File: src/rtl/ipl_pkg.sv
package ipl_pkg;
  // Bit mask with ones at indices lo..hi-1, returned at maximum width.
  function automatic logic [63:0] range_mask(input int lo, input int hi);
    logic [63:0] m;
    m = '0;
    for (int i = 0; i < 64; i++)
      if (i >= lo && i < hi) m[i] = 1'b1;
    return m;
  endfunction
endpackage

File: src/rtl/ipl_resolve.sv
module ipl_resolve #(
  parameter int VEC_W = 32,
  parameter int SW_LO = 1,
  parameter int SW_HI = 16,
  parameter int EX_LO = 16,
  parameter int EX_HI = 32,
  parameter int IPL_W = 5
) (
  input  logic [VEC_W-1:0] sw_req,
  input  logic [VEC_W-1:0] ext_stat,
  output logic [IPL_W-1:0] res_ipl,
  output logic [VEC_W-1:0] res_sum
);
  import ipl_pkg::*;

  localparam logic [VEC_W-1:0] SW_MASK = VEC_W'(range_mask(SW_LO, SW_HI));
  localparam logic [VEC_W-1:0] EX_MASK = VEC_W'(range_mask(EX_LO, EX_HI));

  logic [IPL_W-1:0] sw_lvl;
  logic [IPL_W-1:0] ex_lvl;
  logic             ex_any;
  logic             unused_bits;

  // Software levels: index i maps to level (i - SW_LO + 1), highest wins.
  always_comb begin
    sw_lvl = '0;
    for (int i = SW_LO; i < SW_HI; i++)
      if (sw_req[i]) sw_lvl = IPL_W'(i - SW_LO + 1);
  end

  // External levels: index i maps to level i, highest wins.
  always_comb begin
    ex_lvl = '0;
    ex_any = 1'b0;
    for (int i = EX_LO; i < EX_HI; i++)
      if (ext_stat[i]) begin
        ex_lvl = IPL_W'(i);
        ex_any = 1'b1;
      end
  end

  assign res_ipl = ex_any ? ex_lvl : sw_lvl;

  genvar g;
  generate
    for (g = 0; g < VEC_W; g++) begin : g_sum
      if (SW_MASK[g] && EX_MASK[g]) begin : g_both
        assign res_sum[g] = sw_req[g] | ext_stat[g];
      end else if (SW_MASK[g]) begin : g_sw
        assign res_sum[g] = sw_req[g];
      end else if (EX_MASK[g]) begin : g_ex
        assign res_sum[g] = ext_stat[g];
      end else begin : g_none
        assign res_sum[g] = 1'b0;
      end
    end
  endgenerate

  assign unused_bits = ^{sw_req & ~SW_MASK, ext_stat & ~EX_MASK};
endmodule

File: src/rtl/ipl_gate.sv
module ipl_gate #(
  parameter int IPL_W = 5,
  parameter int PC_W  = 2
) (
  input  logic [IPL_W-1:0] res_ipl,
  input  logic [IPL_W-1:0] cur_ipl,
  input  logic [PC_W-1:0]  pc_low,
  output logic             irq
);
  logic pc_ok;
  logic lvl_ok;

  assign pc_ok  = (pc_low == '0);
  assign lvl_ok = (res_ipl != '0) && (res_ipl > cur_ipl);
  assign irq    = pc_ok && lvl_ok;
endmodule

File: src/rtl/ipl_hold.sv
module ipl_hold #(
  parameter int VEC_W = 32,
  parameter int IPL_W = 5
) (
  input  logic             clk,
  input  logic             rst_n,
  input  logic             cap_en,
  input  logic             ack,
  input  logic [IPL_W-1:0] res_ipl,
  input  logic [VEC_W-1:0] res_sum,
  output logic             held_vld,
  output logic [IPL_W-1:0] held_ipl,
  output logic [VEC_W-1:0] held_sum,
  output logic [IPL_W-1:0] int_id,
  output logic [VEC_W-1:0] int_sum
);
  logic             commit_en;
  logic             vld_nx;
  logic [IPL_W-1:0] held_ipl_nx;
  logic [VEC_W-1:0] held_sum_nx;
  logic [IPL_W-1:0] int_id_nx;
  logic [VEC_W-1:0] int_sum_nx;

  assign commit_en = ack && held_vld;

  always_comb begin
    vld_nx      = held_vld;
    held_ipl_nx = held_ipl;
    held_sum_nx = held_sum;
    int_id_nx   = int_id;
    int_sum_nx  = int_sum;
    if (commit_en) begin
      int_id_nx  = held_ipl;
      int_sum_nx = held_sum;
    end
    if (ack) vld_nx = 1'b0;
    if (cap_en) begin
      held_ipl_nx = res_ipl;
      held_sum_nx = res_sum;
      vld_nx      = 1'b1;
    end
  end

  always_ff @(posedge clk or negedge rst_n) begin
    if (!rst_n) begin
      held_vld <= 1'b0;
      held_ipl <= '0;
      held_sum <= '0;
    end else begin
      held_vld <= vld_nx;
      if (cap_en) begin
        held_ipl <= held_ipl_nx;
        held_sum <= held_sum_nx;
      end
    end
  end

  always_ff @(posedge clk or negedge rst_n) begin
    if (!rst_n) begin
      int_id  <= '0;
      int_sum <= '0;
    end else if (commit_en) begin
      int_id  <= int_id_nx;
      int_sum <= int_sum_nx;
    end
  end
endmodule

File: src/rtl/ipl_eval.sv
module ipl_eval #(
  parameter int VEC_W = 32,
  parameter int SW_LO = 1,
  parameter int SW_HI = 16,
  parameter int EX_LO = 16,
  parameter int EX_HI = 32,
  parameter int IPL_W = 5,
  parameter int PC_W  = 2
) (
  input  logic             clk,
  input  logic             rst_n,
  input  logic [VEC_W-1:0] sw_req,
  input  logic [VEC_W-1:0] ext_stat,
  input  logic [IPL_W-1:0] cur_ipl,
  input  logic [PC_W-1:0]  pc_low,
  input  logic             take,
  input  logic             ack,
  input  logic             async_trap_req,
  output logic             irq,
  output logic [IPL_W-1:0] int_id,
  output logic [VEC_W-1:0] int_sum,
  output logic             err
);
  logic [IPL_W-1:0] res_ipl;
  logic [VEC_W-1:0] res_sum;
  logic             held_vld;
  logic [IPL_W-1:0] held_ipl;
  logic [VEC_W-1:0] held_sum;
  logic             cap_en;

  ipl_resolve #(
    .VEC_W(VEC_W), .SW_LO(SW_LO), .SW_HI(SW_HI),
    .EX_LO(EX_LO), .EX_HI(EX_HI), .IPL_W(IPL_W)
  ) u_resolve (
    .sw_req  (sw_req),
    .ext_stat(ext_stat),
    .res_ipl (res_ipl),
    .res_sum (res_sum)
  );

  ipl_gate #(.IPL_W(IPL_W), .PC_W(PC_W)) u_gate (
    .res_ipl(res_ipl),
    .cur_ipl(cur_ipl),
    .pc_low (pc_low),
    .irq    (irq)
  );

  assign cap_en = take && irq;

  ipl_hold #(.VEC_W(VEC_W), .IPL_W(IPL_W)) u_hold (
    .clk     (clk),
    .rst_n   (rst_n),
    .cap_en  (cap_en),
    .ack     (ack),
    .res_ipl (res_ipl),
    .res_sum (res_sum),
    .held_vld(held_vld),
    .held_ipl(held_ipl),
    .held_sum(held_sum),
    .int_id  (int_id),
    .int_sum (int_sum)
  );

  assign err = (ack && !held_vld) || async_trap_req;
endmodule

File: config.mk
export PLATFORM = sky130hd
export DESIGN_NAME = ipl_eval
export DESIGN_NICKNAME = d
export VERILOG_FILES = /design/src/rtl/ipl_pkg.sv /design/src/rtl/ipl_resolve.sv /design/src/rtl/ipl_gate.sv /design/src/rtl/ipl_hold.sv /design/src/rtl/ipl_eval.sv
export SDC_FILE = /design/constraint.sdc
export NUM_CORES = 1
export LEC_CHECK = 0
export ABC_AREA = 1
export BUFFER_PORTS_ARGS = -buffer_cell sky130_fd_sc_hd__buf_2
export CAP_MARGIN = 5
export CORE_MARGIN = 4
export CORE_UTILIZATION = 54
export CTS_BUF_LIST = sky130_fd_sc_hd__clkbuf_4 sky130_fd_sc_hd__clkbuf_8 sky130_fd_sc_hd__clkbuf_16
export DETAILED_ROUTE_END_ITERATION = 16
export GPL_TIMING_DRIVEN = 0
export PLACE_DENSITY = 0.85
export SKIP_LAST_GASP = 1
export SYNTH_ARGS = -nofsm -noshare
export SYNTH_HDL_FRONTEND = slang
export SYNTH_SLANG_ARGS = --single-unit
File: constraint.sdc
create_clock -name clk -period 8.15 [get_ports clk]
set_input_delay 1.63 -clock clk [delete_from_list [all_inputs] [get_ports clk]]
set_output_delay 1.63 -clock clk [all_outputs]
set_load 0.03 [all_outputs]
== Word-level counts from Yosys, hierarchy flattened ==
Cells that the tools add are included.

* Register bits after elaboration: 73
* Input port bits: 76
* Output and inout bits: 39
* Word-level logic and storage cells: 66

* Magnitude comparators: 1
* Mux-type cells: 50
* Reductions and logical operators: 10

{| class="wikitable"
|+ Operators by type and width
! kind !! number
|-
| 5-bit two-way mux || 31
|-
| 1-bit two-way mux || 19
|-
| 5-bit > comparator || 1
|-
| 1-bit logical AND || 5
|-
| 5-bit nonzero test || 1
|-
| 2-bit zero test || 1
|-
| 2-bit nonzero test || 1
|-
| 1-bit zero test || 1
|-
| 1-bit logical OR || 1
|}

== Longest topological paths before layout ==
* Word-level depth: 22
* Mapped depth: 24

== Hierarchy ==
From an unflattened synthesis, not the netlist that was laid out.

* Cells, all modules: 485
* Area, all modules: 3,732.3 um^2

{| class="wikitable"
|+ Modules (own cells, without submodules)
! module !! times used !! cells an instance !! area each (um^2)
|-
| ipl_hold || 1 || 320 || 2,901.5
|-
| ipl_resolve || 1 || 130 || 640.6
|-
| ipl_gate || 1 || 29 || 167.7
|-
| ipl_eval || 1 || 6 || 22.5
|}

== Worst setup path before layout ==
Ideal clock, no wire load.

* Kind: in2out
* Start: input sw_req[10]
* End: output irq
* Data arrival time: 3,665 ps
* Slack: 2,855 ps
* Stages: 14
* Path buffers: 1
* Cell sequence: nor2_1 > nand2_1 > a31oi_1 > nor2_1 > nor2_1 > nor2_1 > o21bai_2 > ha_1 > a21oi_1 > nor2_1 > a2111oi_0 > nor4_2 > buf_2 > and2_1

* Cells in the longest elaborated chain, start to end: 10
* Elaborated cells between the ends (all ways): 11

{| class="wikitable"
|+ Ends and longest elaborated chain
! element !! line !! source
|-
| from (decl) || ipl_eval.sv:12 || <nowiki>input logic [VEC_W-1:0] sw_req,</nowiki>
|-
| 5-bit two-way mux * (6 in a row) || ipl_resolve.sv:28 || <nowiki>if (sw_req[i]) sw_lvl = IPL_W'(i - SW_LO + 1);</nowiki>
|-
| 5-bit two-way mux * || ipl_resolve.sv:42 || <nowiki>assign res_ipl = ex_any ? ex_lvl : sw_lvl;</nowiki>
|-
| named net res_ipl[2] || ipl_eval.sv:24 || <nowiki>logic [IPL_W-1:0] res_ipl;</nowiki>
|-
| 5-bit > comparator or 5-bit nonzero test (tied branches) || ipl_gate.sv:14 || <nowiki>assign lvl_ok = (res_ipl != '0) && (res_ipl > cur_ipl);</nowiki>
|-
| 1-bit logical AND * || ipl_gate.sv:14 ||
|-
| 1-bit logical AND * || ipl_gate.sv:15 || <nowiki>assign irq = pc_ok && lvl_ok;</nowiki>
|-
| to (decl) || ipl_eval.sv:19 || <nowiki>output logic irq,</nowiki>
|}

Mark *: on every way through the listed nets, which the timed path passes. The rest lies on a longest branch.

== Worst setup path after layout ==
Ends and elaborated chain as after synthesis.

==> flow_summary.toml <==
[outcome]
status = "finished, final reports clean"

[worst_setup_path]
endpoint_kind = "primary output"
crit_slowest_cell = "a2111oi_0"
cp_num_buf_inv = 3
critPathMaxStageDelay_ns = 0.44
critical-path-top-delay-family = "compound AO/OA/AOI/OAI gates"
worstPathMaxFanout = 10
reg2reg_slack_ns = 6.43
crit_arrival_ns = 4.12
crit_top_cell = "nor2_1"
path_class = "in -> out"
worstPathCellList = "buf_2, nor2_1, nand2_1, a31oi_1, nor2_1, nor2_1, nor2_1, o21bai_2, ha_1, a21oi_1, nor2_1, a2111oi_0, nor4_2, buf_2, and2_1, buf_2"
worst_setup_path_start_kind = "primary input"
cp.required_ns = 6.52

[drt]
dr.pass1.iters = 4
antenna_left = 0
num_vias = 2772
viasPerCell = 5.211
drtIter0Drc = 99
drc = 0
routedWlPerCell_um = 13.99
routed_wl_mm = 7.441

[clock_network]
cts_repair_resize_count = 0
hold_buffers = 0
clkTransAtPathRegs_ns = 0.07
clock_path_buffers = 2
cts_tree = "yes"
numClockSinks = 73
insertion_delay_ns = 0.34
cts-buffers-inserted = 9
post_cts_buffers = 0
cts_root_buffer = "clkbuf_8"
htreeDepth = 3

[sta]
hold_viol_final = 0
clock.fmax_mhz = 173.8
setup-tns-final_ns = 0
fin_skew_ns = 0.01181
setup_violations = 0
fin_hold_ws_ns = 0.4720
worstMarginPinSlew_ns = 0.8708
rsz0062_at_grt = "no"
maxSlewHeadroom_pct = 41.94
fin_crit_ns = 5.753
min_period_over_period_pct = 70.59
report.final.slew_viol_count = 0

[worst_hold_path]
hp-class = "reg -> reg"

[power]
power_density_nw_per_um2 = 294.3
peakVddDrop_mv = 0.1656
p_leak_nw = 2.306

[logic_synthesis]
synth_common_cells = "112 x nand2_1, 73 x dfrtp_1, 36 x mux2_2, 36 x nand4_1, 35 x inv_1"
synth_top_cell_area_share_pct = 52.86
ys_warn_count = 0
syn_inst = 363
synth-async-reset-ratio_pct = 100.0
netlist_area_um2 = 3456
syn_nets = 444
synthDistinctLibCells = 30
synth_edf_count = 0
syn_area_per_cell_um2 = 9.520
synth_seq_cells = 73
synth.most_common_cell = "nand2_1"
synth_flop_cell = "dfrtp_1"
yosys-top-cells-area = "dfrtp_1 53%, nand2_1 12%, mux2_2 12%, nand4_1 6.5%, inv_1 3.8%"
yosysSeqAreaShare_pct = 52.86
synth_area_leader_cell = "dfrtp_1"

[cells_and_area]
fillCellCount = 501
diodes = 0
finalNetCount = 534
area_delta_synth_final_pct = 19.99
finish.instance_area_um2 = 4146
drive_gt1_share_pct = 33.04

[floorplanning]
core_area_um2 = 6061
die_width_um = 88.00
pin_count = 115
row_count = 28
fp.dieArea_um2 = 7743
start_util_pct = 57.02
die_h_um = 88.00

[global_routing]
antenna_found_initial = 0
gr-usage-all-layers_pct = 20.96
overflow = 0
grt_pass1_vias = 2700
grt_pass1_wl_mm = 12.39
grt_max_degree = 74

[place]
portBuffers = 79
gp_congestion = 0.8142
post_dp_cell_area_um2 = 3948
dpl.hpwl_mm = 5.688

[job]
max-cap-violations = 0
[power by group]
group	switching, mW	internal, mW	leakage, nW	total [mW]
clock	0.125	0.159	0.106	0.284
combinational	0.263	0.142	1.29	0.404
sequential	0.0557	0.476	0.914	0.532
total	0.444	0.777	2.31	1.22
[routing by layer]
metal | wire length, um | global-route usage, % | up-vias | share of wire, %
li1 | - | - | 1369 | -
met1 | 3225 | 26.32 | 1318 | 43
met2 | 3676 | 34.66 | 72 | 49
met3 | 385 | 4.610 | 13 | 5.2
met4 | 155 | 9.484 | 0 | 2.1
met5 | 0 | 0 | - | 0
[path summary, 6_finish.rpt]
check / from / cells after the start / endpoint
max in group asynchronous: rst_n / 1 / u_hold.int_sum[16]$_DFFE_PN0P_
min reg2reg: u_hold.held_sum[23]$_DFFE_PN0P_ / 2 / u_hold.held_sum[23]$_DFFE_PN0P_
min in group asynchronous: rst_n / 1 / u_hold.held_sum[4]$_DFFE_PN0P_
min: u_hold.held_sum[23]$_DFFE_PN0P_ / 2 / u_hold.held_sum[23]$_DFFE_PN0P_
max: sw_req[10] / 16 / irq
max reg2reg: u_hold.held_vld$_DFFE_PN0P_ / 3 / u_hold.int_sum[28]$_DFFE_PN0P_
[flip-flops by register name, summed over array words and instances, names as in the netlist]
signal,cells
u_hold.int_id,5
u_hold.int_sum,31
u_hold.held_vld,1
u_hold.held_ipl,5
u_hold.held_sum,31
[kinds of logic (layout without fill, tap and decap cells)]
family | after synthesis | count (layout) | share of synthesized area (%)
AND/OR/NAND/NOR | 184 | 184 | 24.22
AO/OA/AOI/OAI | 10 | 10 | 1.919
flip-flops | 73 | 73 | 52.86
other | 1 | 1 | 0.1085
multiplexers | 36 | 36 | 11.73
adder cells (fa/ha/maj) | 5 | 5 | 1.810
buffers and inverters | 54 | 148 | 7.350
[stage by stage]
stage | utilization, % | setup slack [ns] | total power, mW | instances
2_1_floorplan | - | 2.855 | 0.8113 | 363
3_5_place_dp | 65.13 | 2.408 | 0.9483 | 517
4_1_cts | 68.41 | 2.397 | 1.231 | 532
3_3_place_gp | 65.09 | 2.439 | 0.9292 | 517
5_1_grt | 68.41 | 2.186 | 1.289 | 532
6_report | 68.41 | 2.397 | 1.221 | 532
[cell usage in the layout, fill, tap and decap left out, types with 5 or more instances in the layout]
cell | synthesis | layout
clkbuf_8 | 0 | 11
nand2_1 | 112 | 112
nand3_1 | 7 | 7
mux2_2 | 36 | 36
buf_2 | 5 | 83
ha_1 | 5 | 5
inv_1 | 35 | 35
nor2_1 | 19 | 19
dfrtp_1 | 73 | 73
buf_4 | 4 | 5
nand4_1 | 36 | 36
[worst register-to-register path, delay by kind of cell (launching register included)]
kind	cells	cell delay, ns
flip-flops	1	0.38
AND/OR/NAND/NOR	1	0.30
buffers and inverters	1	0.51
multiplexers	1	0.42
[area by class of cell]
type | instances | area (um2) | area share [%]
Timing Repair Buffer | 79 | 397.9 | 9.596
Multi-Input combinational cell | 236 | 1375 | 33.16
Clock inverter | 3 | 40.04 | 0.9656
Sequential cell | 73 | 1827 | 44.06
Tap cell | 75 | 93.84 | 2.263
Buffer | 19 | 122.6 | 2.957
Inverter | 35 | 131.4 | 3.168
Clock buffer | 12 | 158.9 | 3.832
No activity file was read; power rests on OpenSTA's default activity.
